**config.mk**
```make
export PLATFORM = sky130hd
export DESIGN_NAME = modem_status_reg
export DESIGN_NICKNAME = d
export VERILOG_FILES = /design/src/rtl/msr_pkg.sv /design/src/rtl/msr_sync.sv /design/src/rtl/msr_delta.sv /design/src/rtl/modem_status_reg.sv
export SDC_FILE = /design/constraint.sdc
export NUM_CORES = 1
export LEC_CHECK = 0
export ABC_CLOCK_PERIOD_IN_PS = 1200
export BUFFER_PORTS_ARGS = -buffer_cell sky130_fd_sc_hd__buf_2
export CAP_MARGIN = 20
export CORE_AREA = 8 8 45 47
export DETAILED_ROUTE_END_ITERATION = 16
export DIE_AREA = 0 0 53 55
export GPL_ROUTABILITY_DRIVEN = 0
export GPL_TIMING_DRIVEN = 0
export PLACE_DENSITY = 0.7
export SYNTH_ARGS = -nofsm -noshare
export SYNTH_HDL_FRONTEND = slang
export SYNTH_SLANG_ARGS = --single-unit
```
**constraint.sdc**
```tcl
create_clock -name clk -period 1.2 [get_ports clk]
set_input_delay 0.12 -clock clk [delete_from_list [all_inputs] [get_ports clk]]
set_output_delay 0.12 -clock clk [all_outputs]
set_load 0.1 [all_outputs]
```
**src/rtl/msr_pkg.sv**
```systemverilog
package msr_pkg;
  localparam int NLINES = 4;
  localparam int RING_IDX = 2;
  typedef logic [NLINES-1:0] line_vec_t;

  // Change events: any toggle, except the ring line, which reports only a fall of its asserted level.
  function automatic line_vec_t msr_events(line_vec_t cur, line_vec_t prv);
    line_vec_t ev;
    ev = cur ^ prv;
    ev[RING_IDX] = prv[RING_IDX] & ~cur[RING_IDX];
    return ev;
  endfunction

  function automatic logic [2*NLINES-1:0] msr_pack(line_vec_t lvl, line_vec_t flg);
    return {lvl, flg};
  endfunction
endpackage

```
**src/rtl/msr_sync.sv**
```systemverilog
module msr_sync #(
  parameter int W = 4,
  parameter int STAGES = 2,
  parameter logic [W-1:0] RST_VAL = '1
) (
  input  logic         clk,
  input  logic         rst_n,
  input  logic [W-1:0] d,
  output logic [W-1:0] q
);
  logic [W-1:0] stg [STAGES];

  always_ff @(posedge clk or negedge rst_n) begin
    if (!rst_n) begin
      for (int i = 0; i < STAGES; i++) stg[i] <= RST_VAL;
    end else begin
      stg[0] <= d;
      for (int i = 1; i < STAGES; i++) stg[i] <= stg[i-1];
    end
  end

  assign q = stg[STAGES-1];
endmodule

```
**src/rtl/msr_delta.sv**
```systemverilog
module msr_delta
  import msr_pkg::*;
(
  input  logic      clk,
  input  logic      rst_n,
  input  line_vec_t lvl,
  input  logic      rd_clr,
  output line_vec_t flags,
  output line_vec_t evt
);
  line_vec_t prev_lvl;

  assign evt = msr_events(lvl, prev_lvl);

  always_ff @(posedge clk or negedge rst_n) begin
    if (!rst_n) begin
      prev_lvl <= '0;
      flags    <= '0;
    end else begin
      prev_lvl <= lvl;
      flags    <= (rd_clr ? '0 : flags) | evt;
    end
  end

  // without a read, no set flag drops
  a_r5_sticky: assert property (@(posedge clk) disable iff (!rst_n)
    !rd_clr |=> ((flags & $past(flags)) == $past(flags)));
  // after a read, only flags of same-cycle events survive
  a_r6_read_clears: assert property (@(posedge clk) disable iff (!rst_n)
    rd_clr |=> ((flags & ~$past(evt)) == '0));
  // every detected event is latched
  a_r3_event_sets: assert property (@(posedge clk) disable iff (!rst_n)
    1'b1 |=> ((flags & $past(evt)) == $past(evt)));
endmodule

```
**src/rtl/modem_status_reg.sv**
```systemverilog
module modem_status_reg
  import msr_pkg::*;
#(
  parameter int SYNC_STAGES = 2
) (
  input  logic       clk,
  input  logic       rst_n,
  input  logic       cts_n,
  input  logic       dsr_n,
  input  logic       ri_n,
  input  logic       dcd_n,
  input  logic       loop_en,
  input  logic       mcr_rts,
  input  logic       mcr_dtr,
  input  logic       mcr_out1,
  input  logic       mcr_out2,
  input  logic       rd_stb,
  output logic [7:0] status,
  output logic       irq
);
  line_vec_t raw_n, sync_n, ext_lvl, loop_lvl, cur_lvl, flags, evt;
  logic      ring_fall;

  assign raw_n = {dcd_n, ri_n, dsr_n, cts_n};

  msr_sync #(.W(NLINES), .STAGES(SYNC_STAGES), .RST_VAL('1)) u_sync (
    .clk(clk), .rst_n(rst_n), .d(raw_n), .q(sync_n)
  );

  assign ext_lvl  = ~sync_n;
  assign loop_lvl = {mcr_out2, mcr_out1, mcr_dtr, mcr_rts};
  assign cur_lvl  = loop_en ? loop_lvl : ext_lvl;

  msr_delta u_delta (
    .clk(clk), .rst_n(rst_n), .lvl(cur_lvl), .rd_clr(rd_stb),
    .flags(flags), .evt(evt)
  );

  assign ring_fall = evt[RING_IDX];
  assign status    = msr_pack(cur_lvl, flags);
  assign irq       = |flags;

  // the ring flag only rises after a trailing ring edge
  a_r4_ring_trailing: assert property (@(posedge clk) disable iff (!rst_n)
    $rose(status[2]) |-> $past(ring_fall));
  // loopback bits are routed straight to the upper nibble
  a_r7_loop_route: assert property (@(posedge clk) disable iff (!rst_n)
    loop_en |-> (status[7:4] == {mcr_out2, mcr_out1, mcr_dtr, mcr_rts}));
  // interrupt request tracks the flag nibble
  a_r9_irq: assert property (@(posedge clk) disable iff (!rst_n)
    irq == (status[3:0] != 4'h0));
endmodule

```
==> out/results.tsv <==
metric	value	unit
status	finished, violations left	
failing checks	setup timing	
worst r2r path cells	4	
PwrDens	1410	mW/mm²
number of synthesized flops with an enable pin	0	
number of synthesis warnings	0	
diode count	0	
library cells used by synthesis	10	
delay-heaviest family, CP	simple AND/OR/NAND/NOR gates	
total track usage	7.94	%
Rows	14	
HP Start	rd_stb	
TritonCTS buffer count	3	
drt drc	0	
slew margin rel.	67.7	%
largest area contributor in the netlist	dfstp_2	
asr flop ratio synth	100	%
Internal	869	µW
Nets	90	
Max rail drop VDD	0.000905	V
DRT Pass-1 Iters	1	
vias in the first global route	418	
RSZ-0062 raised after global routing	yes	
DPL Wire Length	753	µm
H-tree levels	1	
Synth top cells by count	dfrtp_1 (8), dfstp_2 (8), nor2b_1 (6)	
CP Class	reg2out	
share of cells above drive strength 1	63.2	%
CTS Sinks	16	
Setup violations, final	1	
Avg Inst Size Synth	13.9	µm²
initial antenna violation count	0	
grt ovf	0	
FMAX	655	MHz
Via density	4.49	
placed cell count	76	
R2R setup slack	0.10	ns
drt total wl	1.14	mm
max-slew violation count	0	
Max stage delay cell, worst path	or4_4	
CP Launch Type	register	
worst endpoint required time	1.08	ns
Yosys top cell area share	37.8	%
min Tclk post-route	1.53	ns
clk_lat worst skew	0.27	ns
Post-Synthesis Cell Area	556	µm²
CP Data Arrival Time	1.41	ns
Seq/Total Area, Yosys	73.9	%
Lkg Pwr	0.000436	µW
PortBufs	20	
final worst-path cycle share	127	%
Synth Flop Type	dfstp_2	
CP Buf/Inv Count	1	
worst setup margin	-0.326	ns
Fin Setup TNS	-0.326	ns
Logic pwr share	34.2	%
top cells by area, synth	dfstp_2 (38%), dfrtp_1 (36%), mux2i_1 (9.0%), nor2b_1 (6.8%), inv_1 (2.7%)	
non-filler instance count after layout	92	
first-pass GRT wire length	1.69	mm
Reg power frac	46.3	%
synth-to-layout area growth	70.9	%
detailed-route via count	413	
Die Y	55	µm
Die ar.	0.00292	mm²
wire per inst	12.4	µm
Clock Tree Root	clkbuf_4	
number of DRC markers in iteration 0	0	
Worst Hold Class	in2reg	
clk buf depth	2	
CP Max Fanout	2	
register bit total from synthesis	16	
TritonCTS clock tree	yes	
Critical Path Max Stage Delay	0.54	ns
clock power share	19.5	%
Die W	53	µm
cells along the critical path	or4_4 -> buf_12	
P_sw	469	µW
largest net degree at the start of global routing	17	
Fin. Hold Viols	0	
syn nets	52	
Mapped Cells	40	
max-cap violation count	0	
worst r2r src	u_sync.q[1]	
CORE AREA	0.00138	mm²
CP endpoint kind	primary output	
DRT antenna net count	0	
clock-pin slew on the worst setup and hold paths	0.08	ns
Final Skew	0.000484	ns
Final Total Pwr	1340	µW
switching share of power	35.0	%
I/O pin cnt	21	
Worst Max-Slew Pin Slew	0.488	ns
Worst R2R End	u_delta.flags[1]	
hold depth	2	
Final Util	68.6	%
Initial Util	40.1	%
Min-Delay Endpoint	u_delta.flags[2]	
[metrics by stage]
step | instance area [µm²] | hold slack (ns) | setup slack (ns)
detailed placement | 734 | 0.0472 | -0.199
global placement | 734 | 0.0406 | -0.194
finish | 950 | 0.0700 | -0.326
global route | 950 | 0.0850 | -0.357
CTS | 927 | 0.0599 | -0.338
floorplan | 614 | -0.176 | -0.278
[cell type report]
| type | count | area [µm²] |
|---|---|---|
| Clock buffer | 3 | 22.5 |
| Fill cell | 101 | 434 |
| Inverter | 4 | 15.0 |
| Multi-Input combinational cell | 20 | 181 |
| Sequential cell | 16 | 418 |
| Tap cell | 16 | 20.0 |
| Timing Repair Buffer | 33 | 293 |
[sequential cells by signal, indices dropped and copies added (netlist names)]
register and count:
u_delta.flags 4, u_delta.prev_lvl 4, u_sync.q 4, u_sync.stg 4
[repair_timing]
action | in CTS | in global routing
hold buffers | 5 | 0
buffers inserted | 5 | 3
setup endpoints to repair | 9 | 6
pin swaps | 3 | 2
hold endpoints to repair | 12 | 0
resized for setup | 23 | 0
[cell usage in the layout (no fill, tap or decap)]
| cell | instances |
|---|---|
| buf_12 | 5 |
| buf_2 | 12 |
| buf_4 | 11 |
| clkbuf_4 | 3 |
| dfrtp_1 | 4 |
| dfrtp_2 | 3 |
| dfrtp_4 | 1 |
| dfstp_2 | 8 |
| dlygate4sd3_1 | 5 |
| inv_1 | 4 |
| mux2i_1 | 3 |
| mux2i_4 | 2 |
| nand2_1 | 2 |
| nor2_1 | 3 |
| nor2b_1 | 6 |
| o21ai_4 | 2 |
| o22ai_1 | 1 |
| or4_4 | 1 |
[worst max-delay path by stage]
stage | startpoint | to | slack (ns) | depth (start not counted)
after floorplan | u_delta.flags[3] | irq | -0.28 | 1
after global placement | u_delta.flags[3] | irq | -0.19 | 2
after detailed placement | u_delta.flags[3] | irq | -0.20 | 2
after CTS | u_delta.flags[2] | irq | -0.34 | 2
after global routing | u_delta.flags[2] | irq | -0.36 | 2
final | u_delta.flags[2] | irq | -0.33 | 2
[power groups by stage]
stage	Sequential (µW)	Combinational, µW	Clock (µW)
3_3_place_gp	628	359	0
2_1_floorplan	761	154	0
3_5_place_dp	630	361	0
6_report	620	458	261
4_1_cts	620	447	282
5_1_grt	624	478	295
[layer usage]
metal	GRT usage (%)	vias up	part of all wire (%)
li1	-	202	-
met3	2.94	0	8.3
met1	6.67	199	35
met5	0	-	0
met4	5.17	0	0
met2	15.2	12	57
[logic make-up after synthesis]
kind of cell,Yosys count,synth area share (%)
compound gates,3,2.93
simple gates,12,11.5
flops,16,73.9
buf+inv,4,2.70
mux,5,9.01
Power figures use the tool's default switching activity.
